==> config.mk <==
export PLATFORM = sky130hd
export DESIGN_NAME = uart_rx_status
export DESIGN_NICKNAME = d
export VERILOG_FILES = /design/src/rtl/uart_rx_status.sv
export SDC_FILE = /design/constraint.sdc
export NUM_CORES = 1
export LEC_CHECK = 0
export BUFFER_PORTS_ARGS = -buffer_cell sky130_fd_sc_hd__buf_4
export CORE_UTILIZATION = 35
export CTS_CLUSTER_SIZE = 14
export DETAILED_ROUTE_END_ITERATION = 10
export GPL_ROUTABILITY_DRIVEN = 1
export HOLD_SLACK_MARGIN = 0.03
export PLACE_DENSITY_LB_ADDON = 0.25
export RECOVER_POWER = 100
export SLEW_MARGIN = 20
export SYNTH_ARGS = -nofsm -noshare
export SYNTH_HDL_FRONTEND = slang
export SYNTH_SLANG_ARGS = --single-unit
==> constraint.sdc <==
create_clock -name clk -period 3.5 [get_ports clk]
set_input_delay 0.7 -clock clk [delete_from_list [all_inputs] [get_ports clk]]
set_output_delay 0.7 -clock clk [all_outputs]
set_load 0.005 [all_outputs]
==> src/rtl/uart_rx_status.sv <==
module uart_rx_status #(
  parameter int DATA_W  = 8,
  parameter int ADDR_W  = 2,
  parameter logic [ADDR_W-1:0] ST_ADDR = 0,
  parameter logic [ADDR_W-1:0] DT_ADDR = 1
) (
  input  logic              clk,
  input  logic              rst_n,
  input  logic              rx_in,
  input  logic              os_tick,
  input  logic              rt1_slot,
  input  logic              start_ev,
  input  logic              false_start_ev,
  input  logic              idle_ev,
  input  logic              bit_smp,
  input  logic              char_done,
  input  logic              nine_bit,
  input  logic [DATA_W-1:0] rx_byte,
  input  logic              rx_bit8,
  input  logic              bus_rd,
  input  logic              bus_wr,
  input  logic [ADDR_W-1:0] bus_addr,
  input  logic [DATA_W-1:0] bus_wdata,
  output logic [DATA_W-1:0] bus_rdata,
  output logic [DATA_W-1:0] tx_byte,
  output logic              brk_o,
  output logic              rip_o,
  output logic              r8_o,
  output logic              fe_set_o,
  output logic              full_set_o
);
  localparam int LEN8  = DATA_W + 1;
  localparam int LEN9  = DATA_W + 2;
  localparam int CNT_W = $clog2(LEN9 + 2);
  localparam logic [CNT_W-1:0] CNT_MAX = '1;

  logic [CNT_W-1:0]  smp_cnt;
  logic              all_low, line_armed, clr_armed;
  logic [DATA_W-1:0] rx_buf;

  wire st_rd    = bus_rd && bus_addr == ST_ADDR;
  wire dt_rd    = bus_rd && bus_addr == DT_ADDR;
  wire any_acc  = bus_rd || bus_wr;
  wire [CNT_W-1:0] frame_len = nine_bit ? CNT_W'(LEN9) : CNT_W'(LEN8);
  wire brk_hit  = char_done && all_low && smp_cnt == frame_len && line_armed;
  wire brk_clr  = dt_rd && clr_armed;
  wire rip_set  = os_tick && rt1_slot && !rx_in;
  wire rip_clr  = false_start_ev || idle_ev;

  always_ff @(posedge clk) begin
    if (start_ev) begin
      smp_cnt <= '0;
      all_low <= 1'b1;
    end else if (bit_smp) begin
      if (smp_cnt != CNT_MAX) smp_cnt <= smp_cnt + 1'b1;
      if (rx_in) all_low <= 1'b0;
    end
  end

  always_ff @(posedge clk) begin
    if (!rst_n) begin
      brk_o      <= 1'b0;
      rip_o      <= 1'b0;
      r8_o       <= 1'b0;
      fe_set_o   <= 1'b0;
      full_set_o <= 1'b0;
      line_armed <= 1'b1;
      clr_armed  <= 1'b0;
    end else begin
      fe_set_o   <= brk_hit;
      full_set_o <= brk_hit;
      if (brk_hit)      brk_o <= 1'b1;
      else if (brk_clr) brk_o <= 1'b0;
      if (brk_hit)                 line_armed <= 1'b0;
      else if (os_tick && rx_in)   line_armed <= 1'b1;
      if (st_rd)        clr_armed <= brk_o;
      else if (any_acc) clr_armed <= 1'b0;
      if (rip_clr)      rip_o <= 1'b0;
      else if (rip_set) rip_o <= 1'b1;
      if (brk_hit)                    r8_o <= 1'b0;
      else if (char_done && nine_bit) r8_o <= rx_bit8;
    end
  end

  always_ff @(posedge clk) begin
    if (char_done) rx_buf <= rx_byte;
    if (bus_wr && bus_addr == DT_ADDR) tx_byte <= bus_wdata;
  end

  always_comb begin
    bus_rdata = '0;
    if (bus_addr == ST_ADDR)      bus_rdata = {{(DATA_W-2){1'b0}}, brk_o, rip_o};
    else if (bus_addr == DT_ADDR) bus_rdata = rx_buf;
  end

  p_pulse_with_flag_r1: assert property (@(posedge clk) disable iff (!rst_n)
    fe_set_o |-> (brk_o && full_set_o));
  p_rise_pulses_r1: assert property (@(posedge clk) disable iff (!rst_n)
    $rose(brk_o) |-> fe_set_o);
  p_r8_cleared_r2: assert property (@(posedge clk) disable iff (!rst_n)
    fe_set_o |-> !r8_o);
  p_clear_by_data_read_r3: assert property (@(posedge clk) disable iff (!rst_n)
    $fell(brk_o) |-> $past(dt_rd));
  p_rip_set_r6: assert property (@(posedge clk) disable iff (!rst_n)
    (rip_set && !rip_clr) |=> rip_o);
  p_rip_clear_r7: assert property (@(posedge clk) disable iff (!rst_n)
    rip_clr |=> !rip_o);
  p_status_zero_bits_r9: assert property (@(posedge clk) disable iff (!rst_n)
    (bus_addr == ST_ADDR) |-> bus_rdata[DATA_W-1:2] == '0);
endmodule

==> results.py, run 1 <==
metrics = {
    "sta": {
        "fmax_mhz": 437.7,
        "tightest_slew_ns": 0.4996,
        "slew-limit-headroom": 0.6649,
        "layout_worst_path_cycle_share": 0.6528,
        "final_hold_viol_count": 0,
        "period_minus_ws_final_ns": 2.285,
        "unrepaired_setup_endpoints_after_global_routing": "no",
        "finalSetupViolCount": 0,
        "skew_ns": 0.005361,
        "totalNegativeSetupSlack_ns": 0,
        "report.final.slew_viol_count": 0,
    },
    "power_and_ir_drop": {
        "sequential_share_of_power": 0.653,
        "share_comb_of_total_power": 0.112,
        "static_leakage_nw": 0.6065,
        "switching_power_uw": 115.3,
        "clock_power_share": 0.234,
        "vdd.ir_drop.worst_mv": 0.2872,
        "sw_ratio": 0.2098,
        "cellPowerDensity_nw_per_um2": 375.6,
        "internal_power_uw": 434.4,
    },
    "clock_tree": {
        "clkTransAtPathRegs_ns": 0.14,
        "clock_tree.buffer_depth": 2,
        "tritoncts_clock_tree": "built",
        "ctsResizeCount": 0,
        "cts.hold.buffers_added": 0,
        "post-cts-setup-buffer-count": 0,
        "clock_root_buffer": "sky130_fd_sc_hd__clkbuf_4",
        "clk-insertion-delay-late_ns": 0.32,
        "cts_buffers": 3,
        "clock-sinks": 27,
        "htreeDepth": 1,
    },
    "place": {
        "dp_hpwl_mm": 1.526,
        "number_of_buffers_added_on_ports": 52,
        "finalWeightedCongestion": 0.7267,
        "placed_cells": 159,
    },
    "synth": {
        "synthFlopType": "sky130_fd_sc_hd__edfxtp_1",
        "cell_with_the_most_instances_after_synthesis": "sky130_fd_sc_hd__edfxtp_1",
        "yosysWarnings": 0,
        "ys_seq_area_frac": 0.6747,
        "synthesized_cell_area_sq_um": 1038,
        "syn_area_per_cell_sq_um": 13.49,
        "number_of_flip_flops_and_latches_in_the_synthesized_netlist": 27,
        "synthDistinctLibCells": 26,
        "mappedNetlistNets": 110,
        "post_synth_inst_count": 77,
        "synth_edf_count": 16,
        "synthArstFlopShare": 0,
        "synth.largest_area_cell": "sky130_fd_sc_hd__edfxtp_1",
        "yosysTopAreaCellShare": 0.4627,
        "synth.top_cells.by_area": "sky130_fd_sc_hd__edfxtp_1, sky130_fd_sc_hd__dfxtp_1, sky130_fd_sc_hd__and2_1, sky130_fd_sc_hd__mux2i_1, sky130_fd_sc_hd__a31oi_1",
        "netlist_top_cells_count": "sky130_fd_sc_hd__edfxtp_1, sky130_fd_sc_hd__dfxtp_1, sky130_fd_sc_hd__and2_1, sky130_fd_sc_hd__inv_1, sky130_fd_sc_hd__mux2i_1",
    },
    "layout": {
        "layout_cells_sized_above_1": 0.3939,
        "syn2layout_area_growth_pct": 40.96,
        "final_net_count": 166,
        "diodes": 0,
        "layoutNonFillerInstCount": 163,
    },
    "drt": {
        "detail_route.iter0.violations": 14,
        "drt-pass1-iter-count": 4,
        "detail_route.wl_per_cell_um": 11.87,
        "vias_per_cell": 4.791,
        "drcViolationCount": 0,
        "antenna_left": 0,
        "routed_wirelength_mm": 1.934,
        "routed-via-count": 781,
    },
    "die": {
        "die_h_um": 56.47,
        "core_region_area_sq_um": 2781,
        "design.die.area_sq_um": 3189,
        "boundaryPins": 53,
        "placement_rows": 19,
        "die_x_um": 56.47,
        "floorplan.initialDensity": 0.3734,
    },
    "critical_path": {
        "worst-r2r-setup-slack_ns": 2.00,
        "critical_path.startpoint_type": "primary input",
        "setup.worst_path.end_class": "output port",
        "worstPathMaxFanout": 8,
        "critPathRequiredTime_ns": 2.80,
        "slowest_delay_ns": 0.41,
        "slowest_stage": "sky130_fd_sc_hd__nor2b_1",
        "cp_cell_sequence": "clkbuf_1, nor2b_1, and2_0, buf_4",
        "worst-endpoint-arrival_ns": 1.58,
        "criticalPathCategory": "in2out",
    },
    "global_route": {
        "globalRouteMet3Util": 0.04378,
        "globalRouteMet2Util": 0.2353,
        "global_route.usage.total": 0.1277,
        "grt_pass1_wl_mm": 3.077,
        "globalRoute.totalOverflow": 0,
        "number_of_antenna_violations_at_the_first_check_in_global_routing": 0,
        "busiest_layer": "met2",
        "grtUsageMet1": 0.1295,
        "grt_start_max_net_pins": 16,
        "via_count_of_the_first_global_routing_pass": 749,
    },
    "job": {
        "max_cap_viol_count": 0,
    },
    "status": {
        "run_status": "finished clean",
    },
    "worst_hold_path": {
        "worstHoldPathType": "reg2reg",
    },
}
## metal layers
layer | share of wire | vias up
li1 | - | 392
met1 | 0.41 | 347
met2 | 0.50 | 38
met3 | 0.076 | 4
met4 | 0.012 | 0
met5 | 0 | -
## state kept, by name, indices dropped and copies added (netlist names)
signal / cells
line_armed: 1
clr_armed: 1
all_low: 1
smp_cnt: 4
brk_o: 1
tx_byte: 8
full_set_o: 1
rip_o: 1
rx_buf: 8
r8_o: 1
## cell type report
class                      instances  area, sq um
clock buffer                       3        22.52
clock inverter                     1        5.005
fill                             256         1318
inverter                           4        15.01
multi-input combinational         45        310.3
sequential                        27        700.7
tap                               31        38.79
timing repair buffer              52        371.6
## metrics by stage
step | cell area, sq um | hold slack, ns | utilization | setup WS (ns) | total power, mW
4_1_cts | 1488 | 0.4829 | 0.5349 | 1.308 | 0.5636
2_1_floorplan | 1039 | 0.4265 | - | 1.674 | 0.3835
6_report | 1464 | 0.4784 | 0.5263 | 1.215 | 0.5498
3_5_place_dp | 1460 | 0.4501 | 0.5250 | 1.311 | 0.4335
3_3_place_gp | 1460 | 0.4376 | 0.5250 | 1.330 | 0.4309
5_1_grt | 1464 | 0.4948 | 0.5263 | 1.050 | 0.5768
## critical path: cells and delay by family
family        cells  cell delay, ns
simple gates      2            0.60
buf+inv           2            0.28
## cells in the final DEF, fill, tap and decap left out
cell                       netlist  routed
sky130_fd_sc_hd__a31oi_1         3       3
sky130_fd_sc_hd__nor2b_1         2       2
sky130_fd_sc_hd__a21oi_1         2       2
sky130_fd_sc_hd__ha_1            1       1
sky130_fd_sc_hd__o21a_1          2       2
sky130_fd_sc_hd__clkbuf_1        0       4
sky130_fd_sc_hd__mux2i_1         4       4
sky130_fd_sc_hd__dfxtp_1        11      11
sky130_fd_sc_hd__or3b_1          1       1
sky130_fd_sc_hd__a21o_1          1       1
sky130_fd_sc_hd__buf_1           0       1
sky130_fd_sc_hd__a211oi_1        1       2
sky130_fd_sc_hd__clkbuf_4        0      33
sky130_fd_sc_hd__o21ai_0         1       1
sky130_fd_sc_hd__inv_1           4       4
sky130_fd_sc_hd__mux2_2          1       1
sky130_fd_sc_hd__nand2_1         2       2
sky130_fd_sc_hd__nor2_1          3       3
sky130_fd_sc_hd__nand3b_1        1       1
sky130_fd_sc_hd__nor4b_1         2       2
sky130_fd_sc_hd__nor3_1          2       2
sky130_fd_sc_hd__nand4_1         2       2
sky130_fd_sc_hd__edfxtp_1       16      16
sky130_fd_sc_hd__and2_0          0       8
sky130_fd_sc_hd__nand2b_1        2       2
sky130_fd_sc_hd__nor3b_1         2       2
sky130_fd_sc_hd__and4b_1         1       1
sky130_fd_sc_hd__buf_4           1      17
sky130_fd_sc_hd__clkinv_2        0       1
## path summary, 6_finish.rpt
check	startpoint	to	depth (start not counted)
setup / recovery	bus_addr[0]	bus_rdata[7]	4
hold / removal	all_low$_SDFFE_PP1P_	all_low$_SDFFE_PP1P_	1
setup reg to reg	smp_cnt[0]$_SDFFE_PP0P_	line_armed$_SDFFE_PN1P_	3
hold reg to reg	all_low$_SDFFE_PP1P_	all_low$_SDFFE_PP1P_	1
## cell families after synthesis
family | after synthesis | share of synthesized area
simple gates | 28 | 0.1687
flops | 27 | 0.6747
compound gates | 11 | 0.07349
buf+inv | 5 | 0.02169
mux | 5 | 0.04940
fa+ha+maj | 1 | 0.01205
## power groups by stage
stage / clock [mW] / sequential, mW / combinational, mW
CTS: 0.137 / 0.359 / 0.0673
global placement: 0 / 0.366 / 0.0648
global route: 0.148 / 0.361 / 0.0676
floorplan: 0 / 0.366 / 0.0176
detailed placement: 0 / 0.366 / 0.0671
finish: 0.129 / 0.359 / 0.0617
Note: power is estimated with default switching activity, not from simulation.
==> inputs of run 2 (changes only) <==
- ABC_AREA: unset -> 1
- clock period: 3.5 -> 2.4 ns (I/O delays scaled with it)
==> run 2 against run 1 <==
The flow now finishes with violations (DRC). Non-clock buffer count unchanged. Worst hold slack got worse by 0.16 ns. Sequential cell count unchanged. Worst setup slack got worse by 0.55 ns. Clock power increased by 40%. Area after synthesis increased by 3.3%. Clock-buffer cell count increased by 1. Routed wire length increased by 5.6%. Sequential power increased by 47%. First-iteration DRC count increased to 3.1 times the previous value. Critical endpoint is now bus_rdata[6]. Largest power group unchanged. Highest routed layer unchanged.
==> results.py, run 2 <==
metrics = {
    "status": {
        "run_status": "finished, violations left",
        "violations": "DRC",
    },
    "place": {
        "place_ws_ns": 0.5160,
        "number_of_buffers_added_on_ports": 52,
        "placed_area_sq_um": 1494,
        "dp_hpwl_mm": 1.725,
        "finalWeightedCongestion": 0.7942,
    },
    "synth": {
        "synthFlopType": "sky130_fd_sc_hd__edfxtp_1",
        "synth_edf_count": 16,
        "netlist_top_cells_count": "sky130_fd_sc_hd__nand2_1, sky130_fd_sc_hd__nor2_1, sky130_fd_sc_hd__inv_1, sky130_fd_sc_hd__edfxtp_1, sky130_fd_sc_hd__dfxtp_1",
        "cell_with_the_most_instances_after_synthesis": "sky130_fd_sc_hd__nand2_1",
        "synthArstFlopShare": 0,
        "synth.largest_area_cell": "sky130_fd_sc_hd__edfxtp_1",
        "synth.top_cells.by_area": "sky130_fd_sc_hd__edfxtp_1, sky130_fd_sc_hd__dfxtp_1, sky130_fd_sc_hd__nand2_1, sky130_fd_sc_hd__nor2_1, sky130_fd_sc_hd__inv_1",
        "post_synth_inst_count": 106,
        "ys_seq_area_frac": 0.6534,
        "synthesized_cell_area_sq_um": 1072,
        "mappedNetlistNets": 139,
        "yosysTopAreaCellShare": 0.4481,
        "number_of_flip_flops_and_latches_in_the_synthesized_netlist": 27,
        "syn_area_per_cell_sq_um": 10.12,
        "synthDistinctLibCells": 23,
        "yosysWarnings": 0,
    },
    "clock_tree": {
        "clkTransAtPathRegs_ns": 0.13,
        "clock_root_buffer": "sky130_fd_sc_hd__clkbuf_4",
        "post-cts-setup-buffer-count": 0,
        "ctsResizeCount": 0,
        "cts.hold.buffers_added": 0,
        "clock-sinks": 27,
        "clock_tree.buffer_depth": 2,
        "cts_buffers": 3,
        "tritoncts_clock_tree": "built",
        "clk-insertion-delay-late_ns": 0.30,
        "htreeDepth": 1,
    },
    "critical_path": {
        "worst-endpoint-arrival_ns": 1.25,
        "slowest_stage": "sky130_fd_sc_hd__nor2_1",
        "critical_path.startpoint_type": "primary input",
        "slowest_delay_ns": 0.20,
        "cp_cell_sequence": "clkbuf_1, inv_1, nor2_1, inv_1, nor2_1, clkbuf_4",
        "count_of_buffering_cells_on_the_critical_path_with_inverters_included": 4,
        "worst_r2r_endpoint": "smp_cnt[1]$_SDFFE_PP0P_",
        "r2r.worst_path.cells": 6,
        "crit_family": "buffers and inverters",
        "worst-r2r-setup-slack_ns": 1.13,
        "worstPathMaxFanout": 7,
        "setup.worst_path.end_class": "output port",
        "critPathRequiredTime_ns": 1.92,
        "worstSetupStartpoint": "bus_addr[0]",
        "criticalPathCategory": "in2out",
        "timing.rr.start": "smp_cnt[1]$_SDFFE_PP0P_",
    },
    "drt": {
        "routed-via-count": 881,
        "routed_wirelength_mm": 2.043,
        "drt-pass1-iter-count": 7,
        "detail_route.wl_per_cell_um": 10.64,
        "drcViolationCount": 6,
        "antenna_left": 0,
        "vias_per_cell": 4.589,
        "detail_route.iter0.violations": 44,
    },
    "layout": {
        "diodes": 0,
        "mostFrequentLayoutCells": "sky130_fd_sc_hd__clkbuf_4, sky130_fd_sc_hd__nand2_1, sky130_fd_sc_hd__nor2_1, sky130_fd_sc_hd__inv_1, sky130_fd_sc_hd__edfxtp_1",
        "num-fill-cells": 282,
        "largestRegisters": "rx_buf: 8 flops, tx_byte: 8 flops, smp_cnt: 4 flops",
        "final_net_count": 195,
        "post-route-util": 0.5299,
        "syn2layout_area_growth_pct": 39.79,
        "layout.cell_area.non_filler_sq_um": 1499,
        "mostFrequentLayoutCell": "sky130_fd_sc_hd__clkbuf_4",
        "layout_cells_sized_above_1": 0.3354,
    },
    "sta": {
        "skew_ns": 0.005624,
        "report.final.slew_viol_count": 0,
        "final_hold_viol_count": 0,
        "final_critical_path_setup_slack_ns": 0.6693,
        "slew-limit-headroom": 0.5816,
        "finalSetupViolCount": 0,
        "unrepaired_setup_endpoints_after_global_routing": "no",
        "fmax_mhz": 577.8,
        "totalNegativeSetupSlack_ns": 0,
        "layout_worst_path_cycle_share": 0.7211,
        "tightest_slew_ns": 0.6253,
        "period_minus_ws_final_ns": 1.731,
    },
    "die": {
        "design.die.area_sq_um": 3289,
        "boundaryPins": 53,
        "die_x_um": 57.35,
        "core_region_area_sq_um": 2829,
        "floorplan.initialDensity": 0.3790,
        "die_h_um": 57.35,
        "placement_rows": 19,
    },
    "worst_hold_path": {
        "holdCritStartpoint": "start_ev",
        "worstHoldPathType": "in2reg",
        "worstHoldEndpoint": "smp_cnt[2]$_SDFFE_PP0P_",
        "hold-path-cell-count": 2,
    },
    "global_route": {
        "number_of_antenna_violations_at_the_first_check_in_global_routing": 0,
        "global_route.usage.total": 0.1391,
        "grt_start_max_net_pins": 15,
        "globalRoute.totalOverflow": 0,
        "grt_pass1_wl_mm": 3.539,
        "via_count_of_the_first_global_routing_pass": 876,
    },
    "power_and_ir_drop": {
        "power.total_uw": 806.0,
        "cellPowerDensity_nw_per_um2": 537.7,
        "vdd.ir_drop.worst_mv": 0.2100,
        "static_leakage_nw": 0.7146,
    },
    "job": {
        "max_cap_viol_count": 0,
    },
}
## run 2: metrics by stage
stage	hold WS, ns	std cells
final	0.3160	192
after global routing	0.2890	192
after CTS	0.3024	192
after detailed placement	0.4312	188
after global placement	0.4297	188
after floorplan	0.4179	106
## run 2: power breakdown
part           switching, mW  internal [mW]
Combinational         0.0423         0.0558
Sequential            0.0106          0.516
Clock                  0.117         0.0647
## run 2: layout make-up
cell class	instances	area, sq um	share of cell area
multi-input combinational	61	290.3	0.1937
clock buffer	4	26.28	0.01753
sequential	27	700.7	0.4674
timing repair buffer	52	379.1	0.2529
tap	31	38.79	0.02588
inverter	17	63.81	0.04257
## run 2: per-layer routing
metal	routed length, um	global-route usage	vias up
met4	15	0.05226	0
met2	1081	0.2641	31
li1	-	-	452
met1	797	0.1460	396
met5	0	0	-
met3	148	0.03401	2
## run 2: cells by family after synthesis
group                    after synthesis  synth area share
AND/OR/NAND/NOR                       48            0.1890
flip-flops                            27            0.6534
buffers and inverters                 18           0.06651
AO/OA/AOI/OAI                         11           0.07119
XOR/XNOR                               1          0.008170
adder cells (fa/ha/maj)                1           0.01167
## run 2: worst max path at each step
stage | to | slack (ns) | depth (start not counted)
after global routing | bus_rdata[6] | 0.49 | 6
after detailed placement | tx_byte[1]$_DFFE_PP_ | 0.52 | 4
after global placement | tx_byte[1]$_DFFE_PP_ | 0.59 | 4
final | bus_rdata[6] | 0.67 | 6
after CTS | bus_rdata[6] | 0.70 | 5
after floorplan | tx_byte[0]$_DFFE_PP_ | 0.85 | 4
